File: config.mk
export PLATFORM = sky130hd
export DESIGN_NAME = vec_irq_ctrl
export DESIGN_NICKNAME = d
export VERILOG_FILES = /design/src/rtl/vic_pkg.sv /design/src/rtl/vic_regs.sv /design/src/rtl/vic_capture.sv /design/src/rtl/vic_prio.sv /design/src/rtl/vec_irq_ctrl.sv
export SDC_FILE = /design/constraint.sdc
export NUM_CORES = 1
export LEC_CHECK = 0
export BUFFER_PORTS_ARGS = -buffer_cell sky130_fd_sc_hd__buf_4
export CAP_MARGIN = 20
export CORE_AREA = 2 2 99 149
export DETAILED_ROUTE_END_ITERATION = 10
export DIE_AREA = 0 0 101 151
export PLACE_DENSITY = 0.76
export SKIP_LAST_GASP = 1
export SYNTH_ARGS = -nofsm -noshare
export SYNTH_HDL_FRONTEND = slang
export SYNTH_HIERARCHICAL = 1
export SYNTH_SLANG_ARGS = --single-unit
File: constraint.sdc
create_clock -name clk -period 4.1 [get_ports clk]
set_input_delay 0.82 -clock clk [delete_from_list [all_inputs] [get_ports clk]]
set_output_delay 0.82 -clock clk [all_outputs]
set_load 0.1 [all_outputs]
File: src/rtl/vic_pkg.sv
`timescale 1ns/1ps
package vic_pkg;
  localparam int unsigned WORD_W    = 32;
  localparam int unsigned REG_COUNT = 8;
  localparam int unsigned IDX_W     = $clog2(REG_COUNT);
  localparam int unsigned VIDX_W    = $clog2(WORD_W);
  localparam int unsigned CTL_OUT_BIT = 0;
  localparam int unsigned CTL_HW_BIT  = 1;

  typedef enum logic [IDX_W-1:0] {
    OFS_STATUS = 3'd0,
    OFS_PEND   = 3'd1,
    OFS_ENABLE = 3'd2,
    OFS_ACK    = 3'd3,
    OFS_SETEN  = 3'd4,
    OFS_CLREN  = 3'd5,
    OFS_VECT   = 3'd6,
    OFS_CTRL   = 3'd7
  } vic_ofs_e;

  // Index of the lowest set bit, all ones when the word is empty.
  function automatic logic [WORD_W-1:0] lowest_index(input logic [WORD_W-1:0] bits);
    logic [WORD_W-1:0] idx;
    idx = '1;
    for (int i = WORD_W - 1; i >= 0; i--) begin
      if (bits[i]) idx = WORD_W'(i);
    end
    return idx;
  endfunction

  function automatic logic [WORD_W-1:0] clear_bits(input logic [WORD_W-1:0] cur,
                                                   input logic [WORD_W-1:0] msk);
    return cur & ~msk;
  endfunction
endpackage

File: src/rtl/vic_regs.sv
`timescale 1ns/1ps
module vic_regs
  import vic_pkg::*;
#(
  parameter int unsigned ADDR_W = 6
) (
  input  logic              clk,
  input  logic              rst_n,
  input  logic              bus_sel,
  input  logic              bus_wr,
  input  logic [ADDR_W-1:0] bus_addr,
  input  logic [WORD_W-1:0] bus_wdata,
  output logic [WORD_W-1:0] bus_rdata,
  input  logic [WORD_W-1:0] status_word,
  input  logic [WORD_W-1:0] pending_word,
  input  logic [WORD_W-1:0] vector_word,
  output logic [WORD_W-1:0] enable_q,
  output logic [WORD_W-1:0] ctrl_q,
  output logic              sts_wr,
  output logic              ack_wr,
  output logic [WORD_W-1:0] wr_word
);
  localparam int unsigned WIDX_W = ADDR_W - 2;

  logic [WIDX_W-1:0] word_idx;
  logic              in_map;
  logic              wr_hit;
  logic              wr_miss;
  vic_ofs_e          ofs;
  logic              addr_lsb_unused;

  assign word_idx        = bus_addr[ADDR_W-1:2];
  assign addr_lsb_unused = ^bus_addr[1:0];
  assign in_map          = (word_idx[WIDX_W-1:IDX_W] == '0);
  assign ofs             = vic_ofs_e'(word_idx[IDX_W-1:0]);
  assign wr_hit          = bus_sel && bus_wr && in_map;
  assign wr_miss         = bus_sel && bus_wr && !in_map;

  assign sts_wr  = wr_hit && (ofs == OFS_STATUS);
  assign ack_wr  = wr_hit && (ofs == OFS_ACK);
  assign wr_word = bus_wdata;

  always_ff @(posedge clk) begin
    if (!rst_n) begin
      enable_q <= '0;
      ctrl_q   <= '0;
    end else if (wr_hit) begin
      case (ofs)
        OFS_ENABLE: enable_q <= bus_wdata;
        OFS_SETEN:  enable_q <= enable_q | bus_wdata;
        OFS_CLREN:  enable_q <= clear_bits(enable_q, bus_wdata);
        OFS_CTRL:   ctrl_q   <= bus_wdata;
        default:    ;
      endcase
    end
  end

  always_comb begin
    bus_rdata = '0;
    if (bus_sel && in_map) begin
      case (ofs)
        OFS_STATUS: bus_rdata = status_word;
        OFS_PEND:   bus_rdata = pending_word;
        OFS_ENABLE: bus_rdata = enable_q;
        OFS_VECT:   bus_rdata = vector_word;
        OFS_CTRL:   bus_rdata = ctrl_q;
        default:    bus_rdata = '0;
      endcase
    end
  end

  p_set_en_r9: assert property (@(posedge clk) disable iff (!rst_n)
    (wr_hit && ofs == OFS_SETEN) |=> ((enable_q & $past(bus_wdata)) == $past(bus_wdata)));
  p_clr_en_r9: assert property (@(posedge clk) disable iff (!rst_n)
    (wr_hit && ofs == OFS_CLREN) |=> ((enable_q & $past(bus_wdata)) == '0));
  p_out_of_map_r10: assert property (@(posedge clk) disable iff (!rst_n)
    wr_miss |=> ($stable(enable_q) && $stable(ctrl_q)));
  p_ro_write_r10: assert property (@(posedge clk) disable iff (!rst_n)
    (wr_hit && (ofs == OFS_PEND || ofs == OFS_VECT)) |=> ($stable(enable_q) && $stable(ctrl_q)));
endmodule

File: src/rtl/vic_capture.sv
`timescale 1ns/1ps
module vic_capture
  import vic_pkg::*;
#(
  parameter int unsigned          NUM_SRC   = 32,
  parameter logic [NUM_SRC-1:0]   EDGE_MASK = '0
) (
  input  logic               clk,
  input  logic               rst_n,
  input  logic [NUM_SRC-1:0] irq_in,
  input  logic               hw_en,
  input  logic               sts_wr,
  input  logic               ack_wr,
  input  logic [WORD_W-1:0]  wr_word,
  output logic [NUM_SRC-1:0] status_q
);
  localparam logic [NUM_SRC-1:0] LVL_MASK = ~EDGE_MASK;

  logic [NUM_SRC-1:0] prev_q;
  logic [NUM_SRC-1:0] rise_edge;
  logic [NUM_SRC-1:0] status_nxt;
  logic [NUM_SRC-1:0] ack_bits;

  assign rise_edge = irq_in & ~prev_q;
  assign ack_bits  = ack_wr ? wr_word[NUM_SRC-1:0] : '0;

  for (genvar g = 0; g < NUM_SRC; g++) begin : g_src
    logic base_b;
    assign base_b = (sts_wr ? wr_word[g] : status_q[g]) & ~ack_bits[g];
    if (EDGE_MASK[g]) begin : g_edge
      assign status_nxt[g] = base_b | (hw_en & rise_edge[g]);
    end else begin : g_level
      assign status_nxt[g] = hw_en ? irq_in[g] : base_b;
    end
  end

  always_ff @(posedge clk) begin
    if (!rst_n) begin
      prev_q   <= '0;
      status_q <= '0;
    end else begin
      prev_q   <= irq_in;
      status_q <= status_nxt;
    end
  end

  p_hw_gate_hold_r5: assert property (@(posedge clk) disable iff (!rst_n)
    (!hw_en && !sts_wr && !ack_wr) |=> $stable(status_q));
  p_level_follow_r6: assert property (@(posedge clk) disable iff (!rst_n)
    hw_en |=> ((status_q & LVL_MASK) == ($past(irq_in) & LVL_MASK)));
  p_edge_set_r7: assert property (@(posedge clk) disable iff (!rst_n)
    hw_en |=> ((status_q & $past(rise_edge & EDGE_MASK)) == $past(rise_edge & EDGE_MASK)));
  p_ack_clear_r8: assert property (@(posedge clk) disable iff (!rst_n)
    (ack_wr && !hw_en) |=> ((status_q & $past(wr_word[NUM_SRC-1:0])) == '0));
endmodule

File: src/rtl/vic_prio.sv
`timescale 1ns/1ps
module vic_prio
  import vic_pkg::*;
#(
  parameter int unsigned NUM_SRC = 32
) (
  input  logic               clk,
  input  logic               rst_n,
  input  logic [NUM_SRC-1:0] status_q,
  input  logic [NUM_SRC-1:0] enable_bits,
  input  logic               out_en,
  input  logic               hw_en,
  output logic [WORD_W-1:0]  pending_word,
  output logic [WORD_W-1:0]  vector_word,
  output logic               irq_out
);
  logic [NUM_SRC-1:0] pending_src;
  logic [VIDX_W-1:0]  vec_idx;

  assign pending_src  = status_q & enable_bits;
  assign pending_word = WORD_W'(pending_src);
  assign vector_word  = lowest_index(pending_word);
  assign vec_idx      = vector_word[VIDX_W-1:0];
  assign irq_out      = out_en && hw_en && (pending_src != '0);

  p_vec_hit_r3: assert property (@(posedge clk) disable iff (!rst_n)
    (pending_word != '0) |-> (pending_word[vec_idx] &&
      ((pending_word & ((WORD_W'(1) << vec_idx) - WORD_W'(1))) == '0)));
  p_vec_empty_r3: assert property (@(posedge clk) disable iff (!rst_n)
    (pending_word == '0) |-> (vector_word == '1));
endmodule

File: src/rtl/vec_irq_ctrl.sv
`timescale 1ns/1ps
module vec_irq_ctrl
  import vic_pkg::*;
#(
  parameter int unsigned NUM_SRC   = 32,
  parameter int unsigned ADDR_W    = 6,
  parameter logic [31:0] EDGE_MASK = 32'hFFFF_0000
) (
  input  logic               clk,
  input  logic               rst_n,
  input  logic               bus_sel,
  input  logic               bus_wr,
  input  logic [ADDR_W-1:0]  bus_addr,
  input  logic [31:0]        bus_wdata,
  output logic [31:0]        bus_rdata,
  input  logic [NUM_SRC-1:0] irq_in,
  output logic               irq_out
);
  logic [WORD_W-1:0]  enable_q;
  logic [WORD_W-1:0]  ctrl_q;
  logic [WORD_W-1:0]  wr_word;
  logic [WORD_W-1:0]  pending_word;
  logic [WORD_W-1:0]  vector_word;
  logic [NUM_SRC-1:0] status_q;
  logic               sts_wr;
  logic               ack_wr;
  logic               hw_en;
  logic               out_en;

  assign hw_en  = ctrl_q[CTL_HW_BIT];
  assign out_en = ctrl_q[CTL_OUT_BIT];

  vic_regs #(.ADDR_W(ADDR_W)) u_regs (
    .clk          (clk),
    .rst_n        (rst_n),
    .bus_sel      (bus_sel),
    .bus_wr       (bus_wr),
    .bus_addr     (bus_addr),
    .bus_wdata    (bus_wdata),
    .bus_rdata    (bus_rdata),
    .status_word  (WORD_W'(status_q)),
    .pending_word (pending_word),
    .vector_word  (vector_word),
    .enable_q     (enable_q),
    .ctrl_q       (ctrl_q),
    .sts_wr       (sts_wr),
    .ack_wr       (ack_wr),
    .wr_word      (wr_word)
  );

  vic_capture #(.NUM_SRC(NUM_SRC), .EDGE_MASK(EDGE_MASK[NUM_SRC-1:0])) u_capture (
    .clk      (clk),
    .rst_n    (rst_n),
    .irq_in   (irq_in),
    .hw_en    (hw_en),
    .sts_wr   (sts_wr),
    .ack_wr   (ack_wr),
    .wr_word  (wr_word),
    .status_q (status_q)
  );

  vic_prio #(.NUM_SRC(NUM_SRC)) u_prio (
    .clk          (clk),
    .rst_n        (rst_n),
    .status_q     (status_q),
    .enable_bits  (enable_q[NUM_SRC-1:0]),
    .out_en       (out_en),
    .hw_en        (hw_en),
    .pending_word (pending_word),
    .vector_word  (vector_word),
    .irq_out      (irq_out)
  );

  p_hw_gate_out_r4: assert property (@(posedge clk) disable iff (!rst_n)
    !hw_en |-> !irq_out);
  p_out_has_vec_r4: assert property (@(posedge clk) disable iff (!rst_n)
    irq_out |-> (vector_word != '1));
  p_pend_sub_r2: assert property (@(posedge clk) disable iff (!rst_n)
    ((pending_word & ~WORD_W'(status_q)) == '0) && ((pending_word & ~enable_q) == '0));
endmodule

# == After elaboration in Yosys (flattened, before gate mapping) ==
# Cells that the tools add are included.
# totals
output_inout_bits,33
register_bits,128
word_cells,210
input_bits,74
# op_classes
n_eq_ne,7
n_reduce_logical,12
n_mux,84
n_bitwise,103
# ops
operator,n
$mux 32,34
$pmux 32 s5,1
$and 32x32->32,3
$pmux 32 s3,1
$not 32->32,2
$and 1x1->1,48
$mux 1,48
$not 1->1,33
$or 32x32->32,1
$reduce_bool 32->1,1
$or 1x1->1,16
$eq 3x3->1 const B,4
$logic_and 1x1->1,7
$eq 3x2->1 const B,2
$reduce_and 2->1,2
$eq 3x1->1 const B,1
$logic_not 3->1,1
$reduce_bool 3->1,1

# == Longest topological paths before layout ==
# logic_depth
depth_word,35
mapped_depth,9

# == By module ==
# Netlist, hierarchy kept.
# by_module_without_submodules
mod,seq_area_each_um2,n_inst,area_per_inst_um2,cells_per_inst
vic_regs,1281.2,1,4501.8,500
vic_capture,960.9,1,2197.1,215
vic_prio,0.0,1,832.0,135

# == Worst setup path after synthesis ==
# No wires, ideal clock.
# synth_path
path_type,reg-to-output
from,reg u_capture.status_q[3]
to,out bus_rdata[31]
n_path_buf,1
path_slack_ns,-0.422
arrival_ns,3.702
path_stages_with_launch,9
path_cell_list,dfxtp_1 -> a22o_1 -> nand3b_4 -> nand4bb_4 -> nor4_4 -> buf_4 -> mux2_2 -> a22oi_1 -> a21oi_1
# synth_between
elab_chain_len,7
# synth_rtl
item,line_no,source
"start, declared",vic_capture.sv:15,output logic [NUM_SRC-1:0] status_q
"start signal, assigned",vic_capture.sv:43,status_q <= status_nxt;
$and 32x32->32,vic_prio.sv:20,assign pending_src = status_q & enable_bits;
$mux 32 (4 in series),vic_pkg.sv:26,if (bits[i]) idx = WORD_W'(i);
named net vector_word[31],vec_irq_ctrl.sv:23,logic [WORD_W-1:0] vector_word;
$pmux 32 s5,vic_regs.sv:61,case (ofs)
$mux 32,vic_regs.sv:60,if (bus_sel && in_map) begin
"end, declared",vec_irq_ctrl.sv:15,"output logic [31:0] bus_rdata,"
# The timed path passes the listed nets, and every way through them passes these cells.

# == Worst setup path in the final report ==
# layout_path
from,reg u_capture.status_q[17]
to,out bus_rdata[15]
# layout_between
elab_chain_len,21
# layout_rtl
item,line_no
$and 32x32->32,vic_prio.sv:20
$mux 32 (18 in series),vic_pkg.sv:26
$pmux 32 s5,vic_regs.sv:61
$mux 32,vic_regs.sv:60
# No other way between the ends.

==> results.cfg <==
[place]
gp_congestion = 0.894
dp_slack_ps = 694
post-dp-hpwl_mm = 14.0
io_buffers = 104

[yosys]
syn_avg_cell_area_um2 = 8.86
synth_top_area_cell = dfxtp_1
synth-edff-count = 0
ys_warn_count = 6
synth_common_cells = dfxtp_1, a22oi_1, mux2_2
syn_inst = 850
netlist_area_um2 = 7530
async_flop_share_pct = 0
synth_top_area_share_pct = 29.8
ys.flop_type = dfxtp_1
synth.yosys.seq_area_share_pct = 29.8
synth_cell_types = 50
yosysMostFrequentCell = dfxtp_1
synth_nets = 924
ys_top_cells_by_area = dfxtp_1, mux2_2, a22oi_1
synth-seq-cells = 112

[route]
drc = 0
vias = 6809
viasPerCell = 6.69
first_iter_violations = 587
dr.pass1.iters = 5
drtAntennaViolNets = 0
avgRoutedWirePerCell_um = 21.3
wl_mm = 21.7

[critical_path]
start_kind = flop
critPathRequiredTime_ps = 3280
timing.rr.start = u_regs/ctrl_q[1]
cp_max_fo = 19
cp-end-kind = output pin
crit_arrival_ps = 2900
crit_start = u_capture/status_q[17]
criticalPathCategory = reg -> out

[sta]
slew_violations = 0
timing.final.crit_share_pct = 90.8
period_minus_slack_ps = 3720
setup_violations = 0
setup_slack_ps = 378
finalSetupTns_ps = 0
finalHoldViolations = 0
max_freq_mhz = 269
fin_skew_ps = 8.14
worst_slew_pin_slew_ps = 1060
rsz0062_at_grt = no
relSlewSlack_pct = 29.6

[layout]
layout-drive-gt1-share_pct = 35.1
num-nets-final = 922
antenna_cells = 0
area_growth_pct = 8.92
fin_util_pct = 58.9

[clock_network]
clk_pin_slew_ps = 90
cts_tree = built
cts_buffer_depth = 2
ctsHoldBuffers = 0
clk_latency_ps = 360
root_buffer = clkbuf_16
cts_resized = 0
cts_post_setup_buffers_inserted = 0
clock_sinks = 112
cts_made_buffers = 9
htreeDepth = 3

[pwr]
p_int_uw = 1680
p_sw_uw = 688
leakagePower_uw = 0.00302
netSwitchingFraction_pct = 29.1
power_density_nw_per_um2 = 288
sequentialPowerShare_pct = 47.3
p_total_uw = 2360
clock_power_share_pct = 38.1
ir_drop_mv = 0.171
combPwrFrac_pct = 14.6

[die]
coreArea_um2 = 13900
fp.dieH_um = 151
start_util_pct = 54.1
num_rows = 53
fp.dieW_um = 101
die_area_um2 = 15300
ios = 107

[global_route]
grt_pass1_wl_mm = 34.2
overflow = 0
grt_util_all_layers_pct = 28.4
grt_pass1_vias = 6604
antenna_found_initial = 0
grt_max_degree = 65

[worst_hold_path]
hold_path_startpoint = u_regs/ctrl_q[2]
hp-class = reg -> reg

[status]
status = complete, no violations

[run]
max_cap_viol_count = 0
[power by group through the flow]
| stage | Sequential [µW] | Clock [µW] | Combinational [µW] |
|---|---|---|---|
| 3_3_place_gp | 1140 | 0 | 337 |
| 6_report | 1120 | 900 | 345 |
| 5_1_grt | 1120 | 948 | 365 |
| 3_5_place_dp | 1140 | 0 | 341 |
| 2_1_floorplan | 1140 | 0 | 245 |
| 4_1_cts | 1120 | 913 | 342 |
[cells by family (layout without fill, tap and decap cells)]
| group | count (synthesis) | in the layout | synth area share [%] |
|---|---|---|---|
| compound gates | 304 | 304 | 30.6 |
| simple gates | 205 | 205 | 17.4 |
| buf+inv | 164 | 167 | 12.6 |
| flops | 112 | 112 | 29.8 |
| mux | 64 | 64 | 9.54 |
| xor+xnor | 1 | 1 | 0.116 |
[critical path, stage by stage (launching register included)]
cell     delay (ps)
dfxtp_1         340
nand2_1         190
nand4_1         190
or3_1           490
nor4_4          290
buf_4           280
mux2_2          200
a22oi_1          70
a21oi_2         170
buf_4           310
[layout by cell type, fill, tap and decap left out, drive strengths merged, types with 2 or more instances in the layout]
| cell type | synthesis | final |
|---|---|---|
| buf | 99 | 132 |
| dfxtp | 112 | 112 |
| o21ai | 66 | 66 |
| a22oi | 65 | 65 |
| mux2 | 62 | 62 |
| nand3 | 51 | 51 |
| a21oi | 39 | 39 |
| a32o | 33 | 33 |
| o211ai | 33 | 33 |
| and2 | 33 | 33 |
| or3b | 33 | 33 |
| a21boi | 32 | 32 |
| nor2 | 24 | 24 |
| nand2 | 22 | 22 |
| inv | 19 | 22 |
| o31ai | 18 | 18 |
| nand4b | 15 | 15 |
| clkbuf | 46 | 9 |
| a22o | 7 | 7 |
| and3 | 4 | 4 |
| or3 | 4 | 4 |
| a31oi | 4 | 4 |
| nand3b | 4 | 4 |
| clkinv | 0 | 4 |
| nand2b | 3 | 3 |
| nor3b | 3 | 3 |
| mux2i | 2 | 2 |
| a311oi | 2 | 2 |
| o2111ai | 2 | 2 |
| nor2b | 2 | 2 |
| nor3 | 2 | 2 |
[worst paths after layout]
kind | cells past startpoint | end | slack (ps)
setup / recovery | 9 | bus_rdata[15] | 380
hold / removal | 2 | u_regs/ctrl_q[2] | 470
setup reg to reg | 3 | u_capture/status_q[0] | 2160
hold reg to reg | 2 | u_regs/ctrl_q[2] | 470
[through the flow]
step / hold WS [ps] / instances / cell area (µm²)
2_1_floorplan: 448 / 850 / 7540
3_3_place_gp: 457 / 1002 / 7900
3_5_place_dp: 463 / 1002 / 7900
4_1_cts: 474 / 1018 / 8200
5_1_grt: 499 / 1018 / 8200
6_report: 474 / 1018 / 8200
[sequential cells by signal (all words and copies together), names as in the netlist]
register	cells
u_regs/enable_q	32
u_capture/status_q	32
u_capture/prev_q	16
u_regs/ctrl_q	32
[layout make-up]
type                    instances  area (µm²)
fillers                      1271        5720
multi-input cells             574        4380
flip-flops and latches        112        2240
repair buffers                132        1000
clock buffers                   9         225
well taps                     165         206
clock inverters                 7        76.3
inverters                      19        71.3
[metal layers]
metal	vias to the layer above	track usage, %	share of wire (%)
met3	53	2.77	6.4
met1	3319	35.4	40
met4	0	13.3	3.5
li1	3127	-	-
met5	-	0	0
met2	310	49.0	51
Note: power is estimated with default switching activity, not from simulation.
